**src/rtl/fci_pkg.sv**
```systemverilog
package fci_pkg;
  typedef enum logic [1:0] {RD_ARRAY, RD_STATUS, RD_IDENT} rd_mode_t;
  typedef enum logic [1:0] {PN_NONE, PN_ERASE, PN_PROG, PN_LOCK} pend_t;
  typedef enum logic [1:0] {OP_ERASE, OP_PROG, OP_LKSET, OP_LKCLR} op_t;

  localparam logic [7:0] CMD_RD_ARRAY = 8'hFF;
  localparam logic [7:0] CMD_RD_STAT  = 8'h70;
  localparam logic [7:0] CMD_CLR_STAT = 8'h50;
  localparam logic [7:0] CMD_RD_ID    = 8'h90;
  localparam logic [7:0] CMD_ERASE    = 8'h20;
  localparam logic [7:0] CMD_PROG     = 8'h40;
  localparam logic [7:0] CMD_PROG_ALT = 8'h10;
  localparam logic [7:0] CMD_LOCK     = 8'h60;
  localparam logic [7:0] CMD_CONFIRM  = 8'hD0;
  localparam logic [7:0] CMD_LK_SET   = 8'h01;
endpackage

```
**src/rtl/fci_wake.sv**
```systemverilog
module fci_wake #(
  parameter int WAKE_CYC = 4
) (
  input  logic clk,
  input  logic rst_n,
  output logic ready_o
);
  localparam int CW = $clog2(WAKE_CYC + 2);
  localparam logic [CW-1:0] LIMIT = CW'(WAKE_CYC);

  logic [CW-1:0] cnt_q;

  always_ff @(posedge clk or negedge rst_n) begin
    if (!rst_n) cnt_q <= '0;
    else if (cnt_q != LIMIT) cnt_q <= cnt_q + 1'b1;
  end

  assign ready_o = (cnt_q == LIMIT);
endmodule

```
**src/rtl/fci_cmd.sv**
```systemverilog
module fci_cmd
  import fci_pkg::*;
#(
  parameter int AW = 4
) (
  input  logic          clk,
  input  logic          rst_n,
  input  logic          wr_i,
  input  logic          lockout_i,
  input  logic          busy_i,
  input  logic [AW-1:0] addr_i,
  input  logic [15:0]   data_i,
  output rd_mode_t      mode_o,
  output logic          start_o,
  output op_t           op_o,
  output logic [AW-1:0] op_addr_o,
  output logic [15:0]   op_data_o,
  output logic          seq_err_o,
  output logic          clr_o
);
  rd_mode_t   mode_q, mode_n;
  pend_t      pend_q, pend_n;
  logic [7:0] cmd;

  assign cmd       = data_i[7:0];
  assign op_addr_o = addr_i;
  assign op_data_o = data_i;
  assign mode_o    = mode_q;

  always_comb begin
    mode_n    = mode_q;
    pend_n    = pend_q;
    start_o   = 1'b0;
    seq_err_o = 1'b0;
    clr_o     = 1'b0;
    op_o      = OP_PROG;
    if (lockout_i) begin
      mode_n = RD_ARRAY;
      pend_n = PN_NONE;
    end else if (wr_i) begin
      if (busy_i) begin
        if (cmd == CMD_RD_STAT) mode_n = RD_STATUS;
      end else if (pend_q != PN_NONE) begin
        pend_n = PN_NONE;
        mode_n = RD_STATUS;
        case (pend_q)
          PN_ERASE: begin
            if (cmd == CMD_CONFIRM) begin
              start_o = 1'b1;
              op_o    = OP_ERASE;
            end else seq_err_o = 1'b1;
          end
          PN_PROG: begin
            start_o = 1'b1;
            op_o    = OP_PROG;
          end
          PN_LOCK: begin
            if (cmd == CMD_LK_SET) begin
              start_o = 1'b1;
              op_o    = OP_LKSET;
            end else if (cmd == CMD_CONFIRM) begin
              start_o = 1'b1;
              op_o    = OP_LKCLR;
            end else seq_err_o = 1'b1;
          end
          default: ;
        endcase
      end else begin
        case (cmd)
          CMD_RD_ARRAY: mode_n = RD_ARRAY;
          CMD_RD_STAT:  mode_n = RD_STATUS;
          CMD_RD_ID:    mode_n = RD_IDENT;
          CMD_CLR_STAT: clr_o  = 1'b1;
          CMD_ERASE: begin
            pend_n = PN_ERASE;
            mode_n = RD_STATUS;
          end
          CMD_PROG, CMD_PROG_ALT: begin
            pend_n = PN_PROG;
            mode_n = RD_STATUS;
          end
          CMD_LOCK: begin
            pend_n = PN_LOCK;
            mode_n = RD_STATUS;
          end
          default: ;
        endcase
      end
    end
  end

  always_ff @(posedge clk or negedge rst_n) begin
    if (!rst_n) begin
      mode_q <= RD_ARRAY;
      pend_q <= PN_NONE;
    end else begin
      mode_q <= mode_n;
      pend_q <= pend_n;
    end
  end

  AST_LOCKOUT_ARRAY: assert property (@(posedge clk) disable iff (!rst_n)
    lockout_i |=> (mode_q == RD_ARRAY && pend_q == PN_NONE));

  AST_BUSY_IGNORE: assert property (@(posedge clk) disable iff (!rst_n)
    (wr_i && busy_i && !lockout_i && cmd != CMD_RD_STAT) |=> $stable(mode_q));

  AST_START_PULSE: assert property (@(posedge clk) disable iff (!rst_n)
    start_o |=> !start_o);
endmodule

```
**src/rtl/fci_wsm.sv**
```systemverilog
module fci_wsm
  import fci_pkg::*;
#(
  parameter int AW       = 4,
  parameter int BLK_LOG2 = 2,
  parameter int BUSY_CYC = 6
) (
  input  logic          clk,
  input  logic          rst_n,
  input  logic          vpp_ok_i,
  input  logic          start_i,
  input  op_t           op_i,
  input  logic [AW-1:0] addr_i,
  input  logic [15:0]   data_i,
  input  logic          seq_err_i,
  input  logic          clr_i,
  input  logic [AW-1:0] rd_addr_i,
  output logic          busy_o,
  output logic [7:0]    status_o,
  output logic [15:0]   rd_data_o
);
  localparam int DEPTH = 1 << AW;
  localparam int BW    = AW - BLK_LOG2;
  localparam int NBLK  = 1 << BW;
  localparam int CW    = $clog2(BUSY_CYC + 1);

  logic [15:0]   mem_q [DEPTH];
  logic [NBLK-1:0] lock_q;
  logic          busy_q;
  logic [CW-1:0] cnt_q;
  op_t           lat_op_q;
  logic [AW-1:0] lat_addr_q;
  logic [15:0]   lat_data_q;
  logic          ers_q, prg_q, vpp_q, lck_q;

  logic          ers_kind, guarded;
  logic [BW-1:0] lat_blk;

  assign ers_kind = (op_i == OP_ERASE) || (op_i == OP_LKCLR);
  assign guarded  = ((op_i == OP_ERASE) || (op_i == OP_PROG)) && lock_q[addr_i[AW-1:BLK_LOG2]];
  assign lat_blk  = lat_addr_q[AW-1:BLK_LOG2];

  always_ff @(posedge clk or negedge rst_n) begin
    if (!rst_n) begin
      for (int i = 0; i < DEPTH; i++) mem_q[i] <= '1;
      lock_q     <= '0;
      busy_q     <= 1'b0;
      cnt_q      <= '0;
      lat_op_q   <= OP_ERASE;
      lat_addr_q <= '0;
      lat_data_q <= '0;
      ers_q      <= 1'b0;
      prg_q      <= 1'b0;
      vpp_q      <= 1'b0;
      lck_q      <= 1'b0;
    end else begin
      if (clr_i) begin
        ers_q <= 1'b0;
        prg_q <= 1'b0;
        vpp_q <= 1'b0;
        lck_q <= 1'b0;
      end
      if (seq_err_i) begin
        ers_q <= 1'b1;
        prg_q <= 1'b1;
      end
      if (start_i) begin
        if (!vpp_ok_i || guarded) begin
          if (!vpp_ok_i) vpp_q <= 1'b1;
          else lck_q <= 1'b1;
          if (ers_kind) ers_q <= 1'b1;
          else prg_q <= 1'b1;
        end else begin
          busy_q     <= 1'b1;
          cnt_q      <= CW'(BUSY_CYC - 1);
          lat_op_q   <= op_i;
          lat_addr_q <= addr_i;
          lat_data_q <= data_i;
        end
      end else if (busy_q) begin
        if (cnt_q == '0) begin
          busy_q <= 1'b0;
          case (lat_op_q)
            OP_ERASE: begin
              for (int i = 0; i < DEPTH; i++)
                if ((AW'(i) >> BLK_LOG2) == AW'(lat_blk)) mem_q[i] <= '1;
            end
            OP_PROG:  mem_q[lat_addr_q] <= mem_q[lat_addr_q] & lat_data_q;
            OP_LKSET: lock_q[lat_blk] <= 1'b1;
            OP_LKCLR: lock_q <= '0;
            default: ;
          endcase
        end else begin
          cnt_q <= cnt_q - 1'b1;
        end
      end
    end
  end

  assign busy_o    = busy_q;
  assign status_o  = {~busy_q, 1'b0, ers_q, prg_q, vpp_q, 1'b0, lck_q, 1'b0};
  assign rd_data_o = mem_q[rd_addr_i];

  AST_START_IDLE: assert property (@(posedge clk) disable iff (!rst_n)
    start_i |-> !busy_q);

  AST_ERR_STICKY: assert property (@(posedge clk) disable iff (!rst_n)
    $fell(ers_q) |-> $past(clr_i));
endmodule

```
**src/rtl/flash_cmd_if.sv**
```systemverilog
module flash_cmd_if
  import fci_pkg::*;
#(
  parameter int          AW       = 4,
  parameter int          BLK_LOG2 = 2,
  parameter int          BUSY_CYC = 6,
  parameter int          WAKE_CYC = 4,
  parameter logic [15:0] MFR_ID   = 16'h00B0,
  parameter logic [15:0] DEV_ID   = 16'h00EC
) (
  input  logic          clk,
  input  logic          rst_n,
  input  logic          lockout_i,
  input  logic          vpp_ok_i,
  input  logic          cs_n,
  input  logic          wr_n,
  input  logic          rd_n,
  input  logic [AW-1:0] addr_i,
  input  logic [15:0]   wdata_i,
  output logic [15:0]   rdata_o,
  output logic          rdata_oe_o
);
  logic          wake_rdy, wr;
  rd_mode_t      mode;
  logic          start, seq_err, clr, busy;
  op_t           op;
  logic [AW-1:0] op_addr;
  logic [15:0]   op_data, arr_word, rd_word;
  logic [7:0]    status;

  assign wr = wake_rdy & ~cs_n & ~wr_n;

  fci_wake #(.WAKE_CYC(WAKE_CYC)) u_wake (
    .clk(clk), .rst_n(rst_n), .ready_o(wake_rdy)
  );

  fci_cmd #(.AW(AW)) u_cmd (
    .clk(clk), .rst_n(rst_n), .wr_i(wr), .lockout_i(lockout_i), .busy_i(busy),
    .addr_i(addr_i), .data_i(wdata_i), .mode_o(mode), .start_o(start),
    .op_o(op), .op_addr_o(op_addr), .op_data_o(op_data),
    .seq_err_o(seq_err), .clr_o(clr)
  );

  fci_wsm #(.AW(AW), .BLK_LOG2(BLK_LOG2), .BUSY_CYC(BUSY_CYC)) u_wsm (
    .clk(clk), .rst_n(rst_n), .vpp_ok_i(vpp_ok_i), .start_i(start), .op_i(op),
    .addr_i(op_addr), .data_i(op_data), .seq_err_i(seq_err), .clr_i(clr),
    .rd_addr_i(addr_i), .busy_o(busy), .status_o(status), .rd_data_o(arr_word)
  );

  always_comb begin
    case (mode)
      RD_ARRAY:  rd_word = arr_word;
      RD_STATUS: rd_word = {8'h00, status};
      RD_IDENT:  rd_word = addr_i[0] ? DEV_ID : MFR_ID;
      default:   rd_word = '0;
    endcase
  end

  assign rdata_oe_o = rst_n & ~cs_n & ~rd_n;
  assign rdata_o    = rdata_oe_o ? rd_word : 16'h0000;
endmodule

```
**config.mk**
```make
export PLATFORM = sky130hd
export DESIGN_NAME = flash_cmd_if
export DESIGN_NICKNAME = d
export VERILOG_FILES = /design/src/rtl/fci_pkg.sv /design/src/rtl/fci_wake.sv /design/src/rtl/fci_cmd.sv /design/src/rtl/fci_wsm.sv /design/src/rtl/flash_cmd_if.sv
export SDC_FILE = /design/constraint.sdc
export NUM_CORES = 1
export LEC_CHECK = 0
export ABC_AREA = 1
export CAP_MARGIN = 20
export CORE_MARGIN = 5
export CORE_UTILIZATION = 57
export DETAILED_ROUTE_END_ITERATION = 8
export PLACE_DENSITY = 0.74
export SYNTH_ARGS = -nofsm -noshare
export SYNTH_HDL_FRONTEND = slang
export SYNTH_SLANG_ARGS = --single-unit
```
**constraint.sdc**
```tcl
create_clock -name clk -period 5.15 [get_ports clk]
set_clock_uncertainty 0.2 [all_clocks]
set_input_delay 1.03 -clock clk [delete_from_list [all_inputs] [get_ports clk]]
set_output_delay 1.03 -clock clk [all_outputs]
set_load 0.005 [all_outputs]
```
# Yosys cells after proc, flatten, opt, wreduce, memory -nomap -nowiden

Cells that the tools add are included.

Add/sub/neg operators: 2
Order comparisons: 6
Eq/ne operators: 33
Multiplexer cells: 86
Bitwise logic cells: 14
Reduce and logical (&&, ||, !) cells: 30

Operators with widths:

| kind                                                            | count |
|---|---|
| 256-bit one-hot mux with 2 select lines                         | 1 |
| 256-bit bitwise mux                                             | 1 |
| 16-bit two-way mux                                              | 10 |
| 16-bit binary-select mux with 4-bit select                      | 2 |
| 16-bit demux with 4-bit select                                  | 1 |
| 16-bit one-hot mux with 3 select lines                          | 1 |
| 1-bit two-way mux                                               | 42 |
| 8-bit by 7-bit == test with 1-bit output, second input constant | 4 |
| 2-bit two-way mux                                               | 15 |
| 8-bit == test, second input constant                            | 3 |
| 5-bit AND reduction                                             | 4 |
| 16-bit AND                                                      | 1 |
| 2-bit == test, second input constant                            | 6 |
| 3-bit two-way mux                                               | 4 |
| 2-bit one-hot mux with 3 select lines                           | 2 |
| 5-bit greater-or-equal comparator, second input constant        | 2 |
| 4-bit NOT with 5-bit output                                     | 2 |
| 2-bit nonzero test                                              | 5 |
| 3-bit AND reduction                                             | 3 |
| 2-bit by 1-bit == test with 1-bit output, second input constant | 4 |
| 8-bit by 1-bit == test with 1-bit output, second input constant | 1 |
| 8-bit by 5-bit == test with 1-bit output, second input constant | 1 |
| 8-bit by 6-bit == test with 1-bit output, second input constant | 1 |
| 2-bit logical NOT                                               | 4 |
| 31 further kinds                                                | 51 |

Flip-flop bits (word level): 297
Output and inout bits: 17

# Depth between registers and ports, before layout

Depth in word-level cells: 14
Depth in mapped cells: 13
Mapped depth without buffers: 13

# By module

A second synthesis with hierarchy kept.

Cell total of the unflattened synthesis: 2423
Area total of the unflattened synthesis: 17601.9 um^2

By module, submodules not included:

| module       | times used | cells an instance | area each (um^2) | sequential area each (um^2) |
|---|---|---|---|---|
| fci_wsm      | 1          | 2219              | 16454.5          | 7577.3 |
| fci_cmd      | 1          | 122               | 683.2            | 100.1 |
| flash_cmd_if | 1          | 62                | 301.5            | 0.0 |
| fci_wake     | 1          | 20                | 162.7            | 75.1 |

# Worst setup path after synthesis

OpenSTA, ideal clock, no wires.

Path kind: input port to output port
From: in addr_i[1]
To: out rdata_o[14]
Arrival time: 2299 ps
Required time: 3920 ps
Setup slack: 1621 ps
Stages on the path: 10
Cells stage by stage: clkbuf_1 -> inv_1 -> buf_2 -> clkbuf_1 -> o21ai_0 -> o211ai_1 -> o21ai_0 -> nand2_1 -> nand2_1 -> a21oi_1

Word-level cells in the longest chain between the ends: 6

RTL lines:

| element                                                | RTL line           | source |
|---|---|---|
| start: declaration                                     | flash_cmd_if.sv:18 | `input logic [AW-1:0] addr_i,` |
| 4-bit NOT with 5-bit output (not written as such)      | fci_wsm.sv:102     | `assign rd_data_o = mem_q[rd_addr_i];` |
| 16-bit binary-select mux with 4-bit select             | fci_wsm.sv:102     |  |
| 16-bit two-way mux (not written as such) (2 in series) | fci_wsm.sv:102     |  |
| 16-bit one-hot mux with 3 select lines                 | flash_cmd_if.sv:51 | `case (mode)` |
| 16-bit two-way mux                                     | flash_cmd_if.sv:60 | `assign rdata_o = rdata_oe_o ? rd_word : 16'h0000;` |
| end: declaration                                       | flash_cmd_if.sv:20 | `output logic [15:0] rdata_o,` |

Every way passes these cells. The select of a mux whose other input is x is not followed.

# Worst setup path in the final report

From: in addr_i[2]
To: out rdata_o[15]

The elaborated chain is that of the path after synthesis.

==> summary.txt <==
CP startpoint kind = input pin
CP required = 3920 ps
Antenna cells = 0
Fmax achieved = 0.2068 GHz
Yosys warns = 0
Reg2reg start = u_wsm.lat_addr_q[0]
Crit path max-delay family = buffers and inverters
Tmin final = 4835 ps
P&R area growth vs syn = 12.20%
CP bufs+invs = 4
Cell area after synthesis = 16560 um2
Fill count = 2490
Max clock buf depth = 3
Hold WC Path Type = in2async
Count of input and output buffers = 43
FF-to-FF setup slack = 1270 ps
DP Cell Count = 2654
Synth async-reset ratio = 100.0%
Sink Count = 297
Vias in the first global route = 16396
Die width = 180.5 um
Largest net degree at the start of global routing = 81
Worst setup EP type = output port
Distinct cells, synth = 35
Crit path cell chain = clkdlybuf4s50_1, inv_1, buf_4, nand3_1, o21ai_0, a211oi_2, clkdlybuf4s50_1
Post-synth EDFFs = 0
H-tree levels = 2
Met1 usage = 47.78%
Setup CP Type = in2out
CTS tree = built
Drt total wl = 60.09 mm
Num rows = 62
Max FO, Critical Path = 10
Top cells by area, synth = dfstp_2 41%, nand2_1 17%, a21oi_1 7.9%, nor2_1 7.4%, dfrtp_1 6.2%
Syn_area_per_cell = 7.183 um2
DRC violations left = 0
Power Total = 5.162 mW
CP Capture Point = rdata_o[15]
Reg2reg end = u_wsm.mem_q[30]
Hpwl dp = 38.17 mm
Fin util = 64.75%
GRT Residual Overflow = 0
Number of antenna violations at the first check in global routing = 1
FF+latch count, synth = 297
Final ANT Viol Nets = 0
# hold bufs at CTS = 0
Sum Neg Setup Slack = 0 ps
Most frequent cell after synthesis = nand2_1
Synth Flop Type = dfstp_2
Register area share after synthesis = 46.80%
Drt via density = 6.273
Most used cell, CP = clkdlybuf4s50_1
Power per Cell Area = 277.7 nW/um2
Nets = 2340
WP data arrival = 3600 ps
Root buffer cell = clkbuf_16
Layout cells sized above 1 = 18.12%
Finished Layout Cells = 2718
DIE HEIGHT = 180.5 um
Worst-Skew Late Latency = 520 ps
Cells after synthesis = 2306
Worst Setup SP = addr_i[2]
Gpl congestion = 0.9749
Commonest cells in the netlist = 755 x nand2_1, 327 x nor2_1, 260 x a21oi_1, 256 x dfstp_2, 189 x o21ai_0
Met2 global-route usage = 53.11%
Pins Over Slew Limit = 0
CP peak stage delay = 600 ps
DRT Pass-1 Iters = 6
Reg2reg path depth = 11
Io pins = 44
Largest area contributor in the synthesized netlist = dfstp_2
Slowest-stage cell, CP = clkdlybuf4s50_1
Core footprint = 28700 um2
Die Area = 32570 um2
TritonCTS buffer count = 35
LEAKAGE = 8.134 nW
RSZ-0062 raised after global routing = no
Slew @ Worst Pin = 1222 ps
Wire per inst = 22.11 um
Slew margin rel. = 18.52%
Final period utilization = 93.88%
Status = completed
Overall routing resource usage = 36.02%
Met3 Use GR = 9.830%
Worst vdd ir = 0.2222 mV
Max cap viols = 0
1st-iter DRT viols = 2123
WP depth = 7
Synth top area share = 40.61%
Final Hold Viols = 0
Via Count = 17049
# setup viols final = 0
Clk pin slew, worst setup/hold paths = 60 ps
Post-Syn Nets = 2337
First-pass GRT wire length = 93.01 mm
Most used routing layer = met2
Starting density of the core = 57.71%
-- per-layer routing --
| metal | vias up | part of all wire (%) |
|---|---|---|
| li1 | 7525 | - |
| met1 | 8077 | 38 |
| met2 | 1179 | 43 |
| met3 | 264 | 12 |
| met4 | 4 | 6.8 |
| met5 | - | 0.18 |
-- worst min path at each step --
| stage | cells past startpoint | to | from | slack, ps |
|---|---|---|---|---|
| floorplan | 2 | u_wsm.lat_data_q[10] | u_wsm.lat_data_q[10] | 250 |
| global placement | 2 | u_wsm.mem_q[62] | u_wsm.mem_q[62] | 260 |
| detailed placement | 2 | u_wsm.mem_q[62] | u_wsm.mem_q[62] | 260 |
| CTS | 1 | u_wsm.lat_data_q[15] | rst_n | 110 |
| global route | 1 | u_wsm.lat_data_q[15] | rst_n | 120 |
| finish | 1 | u_wsm.lat_data_q[15] | rst_n | 110 |
-- logic make-up after synthesis --
| group | count (synthesis) | synth area share, % |
|---|---|---|
| xor+xnor | 2 | 0.1058 |
| buf+inv | 260 | 6.428 |
| compound gates | 538 | 17.41 |
| simple gates | 1205 | 28.95 |
| flops | 297 | 46.80 |
| fa+ha+maj | 4 | 0.3021 |
-- flip-flops by register name, summed over array words and instances (netlist names), 2 cells and up --
register,flops
u_cmd.mode_o,2
u_wsm.lat_op_q,2
u_wsm.cnt_q,3
u_cmd.pend_q,2
u_wake.cnt_q,3
u_wsm.lock_q,4
u_wsm.mem_q,256
u_wsm.lat_data_q,16
u_wsm.lat_addr_q,4
-- metrics by stage --
stage / hold slack [ps] / worst slack [ps] / instance area (um2)
6_report: 113.7 / 315.2 / 18590
5_1_grt: 115.6 / 283.0 / 18590
4_1_cts: 111.3 / 153.4 / 18540
3_5_place_dp: 258.2 / 154.7 / 17450
3_3_place_gp: 256.3 / 113.8 / 17450
2_1_floorplan: 245.5 / 1621 / 16560
-- where the power goes --
group          switching, mW  internal [mW]  total, mW
Combinational          0.268          0.115      0.383
Clock                  0.988           1.42       2.41
Sequential            0.0146           2.36       2.37
Total                   1.27           3.89       5.16
-- placed cells by master (no fill, tap or decap), types with 3 or more instances in the layout --
cell type,instances
inv_2,14
o21ai_0,189
clkdlybuf4s50_1,40
a21oi_2,5
dfstp_2,256
o22ai_1,12
nand3_1,64
nand4_1,34
clkbuf_8,7
buf_4,62
buf_12,6
clkbuf_1,13
clkbuf_16,37
inv_1,98
o221ai_1,11
nor2_1,325
dfrtp_1,40
nor2_4,3
clkinv_2,5
o21ai_2,5
nor2_2,9
nor3_1,6
a21oi_1,260
nor3_4,3
ha_1,4
nor3_2,3
o21ai_1,16
nand2_1,755
o211ai_1,36
-- area by class of cell --
class / count / area [um2] / area share [%]
clock buffers: 57 / 1071 / 5.763
clock inverters: 5 / 25.02 / 0.1346
flip-flops and latches: 297 / 7754 / 41.72
repair buffers: 112 / 1045 / 5.621
multi-input cells: 1749 / 7780 / 41.86
inverters: 114 / 430.4 / 2.316
well taps: 384 / 480.5 / 2.585
-- repair_timing --
| action | CTS | global route |
|---|---|---|
| setup endpoints to repair | 0 | 1 |
| endpoints found under the hold margin | 0 | 0 |
| resized for setup | 0 | 1 |
| setup buffers | 0 | 0 |
Note: power is estimated with default switching activity, not from simulation.
